### src/rtl/pfd_pkg.sv
package pfd_pkg;
   typedef enum logic [1:0] {
      PWR_ON   = 2'd0,
      PWR_PEND = 2'd1,
      PWR_OFF  = 2'd2
   } pwr_st_e;
endpackage

### src/rtl/pfd_edge_det.sv
module pfd_edge_det #(
   parameter int unsigned SYNC_STAGES = 0
) (
   input  logic clk,
   input  logic rst_n,
   input  logic sig_i,
   output logic rise_o
);
   logic [SYNC_STAGES:0] chain;
   logic                 last_q;

   assign chain[0] = sig_i;

   for (genvar i = 0; i < SYNC_STAGES; i++) begin : g_stage
      always_ff @(posedge clk or negedge rst_n) begin
         if (!rst_n) chain[i+1] <= 1'b0;
         else        chain[i+1] <= chain[i];
      end
   end

   always_ff @(posedge clk or negedge rst_n) begin
      if (!rst_n) last_q <= 1'b0;
      else        last_q <= chain[SYNC_STAGES];
   end

   assign rise_o = chain[SYNC_STAGES] & ~last_q;
endmodule

### src/rtl/pfd_core.sv
module pfd_core (
   input  logic clk,
   input  logic rst_n,
   input  logic hold_i,
   input  logic ref_rise_i,
   input  logic fb_rise_i,
   output logic up_o,
   output logic dn_o
);
   logic up_q, dn_q;

   always_ff @(posedge clk or negedge rst_n) begin
      if (!rst_n) begin
         up_q <= 1'b0;
         dn_q <= 1'b0;
      end else if (hold_i || (up_q && dn_q)) begin
         up_q <= 1'b0;
         dn_q <= 1'b0;
      end else begin
         up_q <= up_q | ref_rise_i;
         dn_q <= dn_q | fb_rise_i;
      end
   end

   assign up_o = up_q;
   assign dn_o = dn_q;


   pair_once_chk: assert property (@(posedge clk) disable iff (!rst_n)
      (up_q && dn_q) |=> !(up_q && dn_q));


   hold_clear_chk: assert property (@(posedge clk) disable iff (!rst_n)
      hold_i |=> (!up_q && !dn_q));


   ref_set_chk: assert property (@(posedge clk) disable iff (!rst_n)
      (ref_rise_i && !hold_i && !(up_q && dn_q)) |=> up_q);
endmodule

### src/rtl/pfd_lock_det.sv
module pfd_lock_det #(
   parameter int unsigned WID_W    = 6,
   parameter int unsigned LOCK_CNT = 4
) (
   input  logic             clk,
   input  logic             rst_n,
   input  logic             hold_i,
   input  logic             up_i,
   input  logic             dn_i,
   input  logic [WID_W-1:0] thr_i,
   output logic             lock_o
);
   localparam int unsigned GOOD_W = $clog2(LOCK_CNT + 1);
   localparam logic [GOOD_W-1:0] GOOD_MAX = GOOD_W'(LOCK_CNT);

   logic [WID_W-1:0]  wid_q;
   logic [GOOD_W-1:0] good_q, good_nxt;
   logic              lock_q;
   logic              cmp_evt, one_side;

   assign cmp_evt  = up_i && dn_i;
   assign one_side = up_i ^ dn_i;
   assign good_nxt = (good_q == GOOD_MAX) ? good_q : good_q + 1'b1;

   always_ff @(posedge clk or negedge rst_n) begin
      if (!rst_n) begin
         wid_q  <= '0;
         good_q <= '0;
         lock_q <= 1'b0;
      end else if (hold_i) begin
         wid_q  <= '0;
         good_q <= '0;
         lock_q <= 1'b0;
      end else if (cmp_evt) begin
         wid_q <= '0;
         if (wid_q < thr_i) begin
            good_q <= good_nxt;
            lock_q <= (good_nxt == GOOD_MAX);
         end else begin
            good_q <= '0;
            lock_q <= 1'b0;
         end
      end else if (one_side && (wid_q != '1)) begin
         wid_q <= wid_q + 1'b1;
      end
   end

   assign lock_o = lock_q;


   lock_rise_chk: assert property (@(posedge clk) disable iff (!rst_n)
      $rose(lock_q) |-> $past(up_i && dn_i));


   lock_hold_chk: assert property (@(posedge clk) disable iff (!rst_n)
      hold_i |=> !lock_q);
endmodule

### src/rtl/pfd_pwr_seq.sv
module pfd_pwr_seq
   import pfd_pkg::*;
(
   input  logic    clk,
   input  logic    rst_n,
   input  logic    le_i,
   input  logic    pd_i,
   input  logic    tri_i,
   input  logic    idle_i,
   output pwr_st_e state_o
);
   pwr_st_e st_q, st_d;

   always_comb begin
      st_d = st_q;
      if (le_i) begin
         if (!pd_i)                st_d = PWR_ON;
         else if (tri_i || idle_i) st_d = PWR_OFF;
         else                      st_d = PWR_PEND;
      end else if (st_q == PWR_PEND && idle_i) begin
         st_d = PWR_OFF;
      end
   end

   always_ff @(posedge clk or negedge rst_n) begin
      if (!rst_n) st_q <= PWR_ON;
      else        st_q <= st_d;
   end

   assign state_o = st_q;


   async_pd_chk: assert property (@(posedge clk) disable iff (!rst_n)
      (le_i && pd_i && tri_i) |=> (st_q == PWR_OFF));


   sync_wait_chk: assert property (@(posedge clk) disable iff (!rst_n)
      (st_q == PWR_PEND && !idle_i && !le_i) |=> (st_q == PWR_PEND));


   wake_chk: assert property (@(posedge clk) disable iff (!rst_n)
      (le_i && !pd_i) |=> (st_q == PWR_ON));
endmodule

### src/rtl/pfd_pump_ctrl.sv
module pfd_pump_ctrl
   import pfd_pkg::*;
#(
   parameter int unsigned CUR_W       = 4,
   parameter int unsigned CUR_LO      = 2,
   parameter int unsigned WID_W       = 6,
   parameter int unsigned LOCK_CNT    = 4,
   parameter int unsigned SYNC_STAGES = 0,
   parameter bit          FL_ENABLE   = 1'b1
) (
   input  logic             clk,
   input  logic             rst_n,
   input  logic             ref_div_i,
   input  logic             fb_div_i,
   input  logic             load_i,
   input  logic             pol_pos_i,
   input  logic             tri_i,
   input  logic             cur_hi_i,
   input  logic             fl_mode_i,
   input  logic             pd_i,
   input  logic [WID_W-1:0] lock_thr_i,
   output logic             pump_up_o,
   output logic             pump_dn_o,
   output logic             pump_hiz_o,
   output logic [CUR_W-1:0] cur_code_o,
   output logic             fl_sw_o,
   output logic             lock_o,
   output logic [1:0]       pwr_state_o,
   output logic             div_hold_o
);
   localparam int unsigned CUR_HI = CUR_LO * 4;
   localparam logic [CUR_W-1:0] CODE_LO = CUR_W'(CUR_LO);
   localparam logic [CUR_W-1:0] CODE_HI = CUR_W'(CUR_HI);

   if (CUR_LO == 0 || CUR_HI >= (1 << CUR_W)) begin : g_bad_cur
      $error("pfd_pump_ctrl: CUR_W too narrow for 4*CUR_LO or CUR_LO is zero");
   end
   if (LOCK_CNT < 1 || WID_W < 2) begin : g_bad_lock
      $error("pfd_pump_ctrl: LOCK_CNT must be >= 1 and WID_W >= 2");
   end

   logic    ref_rise, fb_rise;
   logic    up_q, dn_q;
   logic    hold, idle;
   logic    fl_act, hi_sel, hiz;
   pwr_st_e pst;

   pfd_edge_det #(.SYNC_STAGES(SYNC_STAGES)) u_ref_edge (
      .clk(clk), .rst_n(rst_n), .sig_i(ref_div_i), .rise_o(ref_rise));

   pfd_edge_det #(.SYNC_STAGES(SYNC_STAGES)) u_fb_edge (
      .clk(clk), .rst_n(rst_n), .sig_i(fb_div_i), .rise_o(fb_rise));

   pfd_core u_core (
      .clk(clk), .rst_n(rst_n), .hold_i(hold),
      .ref_rise_i(ref_rise), .fb_rise_i(fb_rise),
      .up_o(up_q), .dn_o(dn_q));

   pfd_lock_det #(.WID_W(WID_W), .LOCK_CNT(LOCK_CNT)) u_lock (
      .clk(clk), .rst_n(rst_n), .hold_i(hold),
      .up_i(up_q), .dn_i(dn_q), .thr_i(lock_thr_i), .lock_o(lock_o));

   pfd_pwr_seq u_pwr (
      .clk(clk), .rst_n(rst_n), .le_i(load_i), .pd_i(pd_i),
      .tri_i(tri_i), .idle_i(idle), .state_o(pst));

   assign hold = (pst == PWR_OFF);
   assign idle = !up_q && !dn_q;

   if (FL_ENABLE) begin : g_fastlock
      logic fl_q;
      always_ff @(posedge clk or negedge rst_n) begin
         if (!rst_n)                      fl_q <= 1'b0;
         else if (fl_mode_i && cur_hi_i)  fl_q <= 1'b1;
         else if (idle)                   fl_q <= 1'b0;
      end
      assign fl_act = fl_q;
      assign hi_sel = fl_q | (!fl_mode_i & cur_hi_i);


      fl_exit_chk: assert property (@(posedge clk) disable iff (!rst_n)
         $fell(fl_q) |-> $past(idle));


      fl_enter_chk: assert property (@(posedge clk) disable iff (!rst_n)
         (fl_mode_i && cur_hi_i) |=> (fl_sw_o && cur_code_o == CODE_HI));
   end else begin : g_no_fastlock
      assign fl_act = 1'b0;
      assign hi_sel = cur_hi_i;
   end

   assign cur_code_o = hi_sel ? CODE_HI : CODE_LO;
   assign fl_sw_o    = fl_act;

   assign hiz       = tri_i | hold;
   assign pump_hiz_o = hiz;
   assign pump_up_o = !hiz && (pol_pos_i ? up_q : dn_q);
   assign pump_dn_o = !hiz && (pol_pos_i ? dn_q : up_q);

   assign pwr_state_o = pst;
   assign div_hold_o  = hold;


   code_lvl_chk: assert property (@(posedge clk) disable iff (!rst_n)
      (cur_code_o == CODE_LO) || (cur_code_o == CODE_HI));


   off_quiet_chk: assert property (@(posedge clk) disable iff (!rst_n)
      (pst == PWR_OFF) |-> (!pump_up_o && !pump_dn_o));
endmodule

### config.mk
export PLATFORM = sky130hd
export DESIGN_NAME = pfd_pump_ctrl
export DESIGN_NICKNAME = d
export VERILOG_FILES = /design/src/rtl/pfd_pkg.sv /design/src/rtl/pfd_edge_det.sv /design/src/rtl/pfd_core.sv /design/src/rtl/pfd_lock_det.sv /design/src/rtl/pfd_pwr_seq.sv /design/src/rtl/pfd_pump_ctrl.sv
export SDC_FILE = /design/constraint.sdc
export NUM_CORES = 1
export LEC_CHECK = 0
export CAP_MARGIN = 40
export CORE_MARGIN = 2
export CORE_UTILIZATION = 47
export DETAILED_ROUTE_END_ITERATION = 6
export PLACE_DENSITY = 0.78
export SLEW_MARGIN = 30
export SYNTH_ARGS = -nofsm -noshare
export SYNTH_HDL_FRONTEND = slang
export SYNTH_SLANG_ARGS = --single-unit
### constraint.sdc
create_clock -name clk -period 2 [get_ports clk]
set_input_delay 0.3 -clock clk [delete_from_list [all_inputs] [get_ports clk]]
set_output_delay 0.3 -clock clk [all_outputs]
set_load 0.01 [all_outputs]
==> impl_metrics.ini, run 1 <==
[outcome]
status = completed

[synthesis]
yosysTopAreaCellShare_pct = 40.2
synth_top_flop_cell = dfrtp_1
synthCells = 115
synth_area_um2 = 1060
seq_area_frac_synth_pct = 40.2
syn_avg_cell_area_um2 = 9.20
synth_compound_area_share_pct = 16.4
yosys.area_share.simple_pct = 17.0
synth.distinct_cells = 31
ys_ff_latch = 17
synth_top_area_cell = dfrtp_1
synthAdderAreaFrac_pct = 11.8
synth_edf_count = 0
synthXorXnorAreaFrac_pct = 4.14
async_flop_share_pct = 100
yosysWarnings = 0
synth_top_family_by_area = simple AND/OR/NAND/NOR gates
synth_area_leaders = dfrtp_1 (40%), ha_1 (12%), nor2_1 (5.0%)
synth_mux_area_share_pct = 2.96

[detailed_routing]
routedWlPerCell_um = 12.6
viasPerCell = 5.20
vias = 884
dr.pass1.iters = 4
drc = 0
routed_wl_um = 2140
drt_iter0_drc = 13
postRouteAntennaNets = 0

[worst_setup_path]
setup.worst_path.class = primary input to output pin
startpoint_type = primary input
slowest_delay_ps = 520
cp_cell_sequence = clkdlybuf4s50_1, inv_1, a21o_1, inv_1, clkdlybuf4s50_1
critPathTopFamily = buffers and inverters
path_buf_inv = 4
arrival_ps = 1570
end_kind = output pin
crit_start = fl_mode_i
cp.required_ps = 1700
cp_max_fo = 2
r2r-start = u_lock.wid_q[3]
crit_slowest_cell = clkdlybuf4s50_1

[cells_and_area]
antenna_cells = 0
regArea_um2 = 425
drive_above_1_share_pct = 7.75
fillCellCount = 200
final_cells = 170
mostFrequentLayoutCell = clkdlybuf4s50_1
fin_area_um2 = 1360
multi_input_area_um2 = 562
area_growth_pct = 28.6
final_cell_mix = clkdlybuf4s50_1 (23), dfrtp_1 (17), nor2_1 (14), inv_1 (13), ha_1 (10)
final_nets = 169

[grt]
grt_max_degree = 18
antenna_found_initial = 0
grt_pass1_wl_um = 3510
grt_pass1_vias = 883
grt_overflow = 0
grtUsageTotal_pct = 17.9

[placement]
dp_hpwl_um = 1690
dp.cells = 166
gp_congestion = 0.866
port_buffers = 25
place_area_um2 = 1330

[sta]
clock.fmax_ghz = 0.534
finalSetupTns_ps = 0
skew_ps = 1.10
finalCritPeriodShare_pct = 93.7
hold-worst-slack_ps = 309
period_needed_ps = 1870
setup_violations = 0
rsz0062_at_grt = no
hold_violations = 0
slew_viol_final = 0

[clocking]
numCtsBuffers = 3
tritoncts = yes
clk_pin_slew_ps = 110
cts_max_level = 1
cts_root_buf = clkbuf_4
cts_num_sinks = 17
clk_latency_ps = 300
cts_hold_buf = 0
clockBufferDepth = 2

[pwr]
p_per_area_nw_per_um2 = 616
p_leak_nw = 0.671
max-vdd-ir-drop_v = 0.000440
power_mw = 0.839

[floorplanning]
die-width_um = 51.5
die_h_um = 51.5
core_um2 = 2170
start_util_pct = 48.8
rows = 17
ioPinCount = 28
die_area_um2 = 2650

[worst_hold_path]
hp-class = primary input to async pin

[flow_run]
cap_viol_max_count = 0
## path summary, 6_finish.rpt
check | end | slack (ps) | cells past startpoint
max | cur_code_o[1] | 130 | 5
min | u_lock.good_q[0] | 310 | 2
max reg2reg | u_lock.good_q[0] | 350 | 6
min reg2reg | u_lock.lock_o | 500 | 2
max in group asynchronous | u_core.dn_o | 1510 | 2
min in group clk | u_ref_edge.last_q | 450 | 1
## cell usage after synthesis, types with 2 or more instances
library cell	count
dfrtp_1	17
nor2_1	14
inv_1	13
ha_1	10
a21oi_1	9
nand2_1	9
nand2b_1	6
xor2_1	4
buf_4	3
nand4_1	3
o21ai_0	3
a21oi_2	2
mux2i_1	2
nand3_1	2
o21ai_1	2
## repair_timing
action / in CTS / in global routing
setup buffers: 0 / 0
gates resized for setup: 0 / 2
hold endpoints to repair: 0 / 0
endpoints found under the setup margin: 0 / 2
## kinds of logic after synthesis
family	after synthesis
other	1
buffers and inverters	17
xor gates and xnor gates	5
muxes	3
DFF	17
and+or+nand+nor	37
adders and majority gates	10
AOI/OAI and AO/OA	25
## worst register-to-register path, cell delays in order (launching register included)
cell and delay, ps:
dfrtp_1 450, ha_1 320, a21oi_1 210, o2111ai_1 130
o21ba_4 260, a31oi_1 80, o21ai_1 130
## layer usage
metal  track usage (%)  routed length [um]  vias up
li1                  -                   -      436
met1              18.1                 905      426
met2              34.0                1110       18
met3              3.51                  79        4
met4              9.21                  39        0
met5                 0                   0        -
## state kept, by name, indices dropped and copies added, names as in the netlist
signal / cells
u_lock.lock_o: 1
fl_sw_o: 1
u_core.up_o: 1
u_core.dn_o: 1
u_ref_edge.last_q: 1
u_pwr.state_o: 2
u_lock.wid_q: 6
u_fb_edge.last_q: 1
u_lock.good_q: 3
## power by group
part,total (mW),internal [mW],switching (mW)
registers,0.395,0.369,0.0259
clock network,0.197,0.0747,0.122
logic,0.247,0.125,0.123
total,0.839,0.568,0.271
## cell type report
type | count | area share [%]
clock buffer | 3 | 1.65
multi-input combinational | 82 | 41.3
inverter | 13 | 3.58
clock inverter | 1 | 0.368
sequential | 17 | 31.2
timing repair buffer | 26 | 19.3
tap | 28 | 2.57
## metrics by stage
stage               utilization, %  setup slack (ps)
floorplan                        -               523
global placement              61.2              78.3
detailed placement            61.2             -7.31
CTS                           62.5              43.0
global route                  62.7              54.9
finish                        62.7               126
Note: power is estimated with default switching activity, not from simulation.
==> run 2, diff against run 1 <==
Settings changed: CAP_MARGIN 40 to 20.
==> results of run 2 <==
Final layout, timing and power as in run 1 (identical DEF).
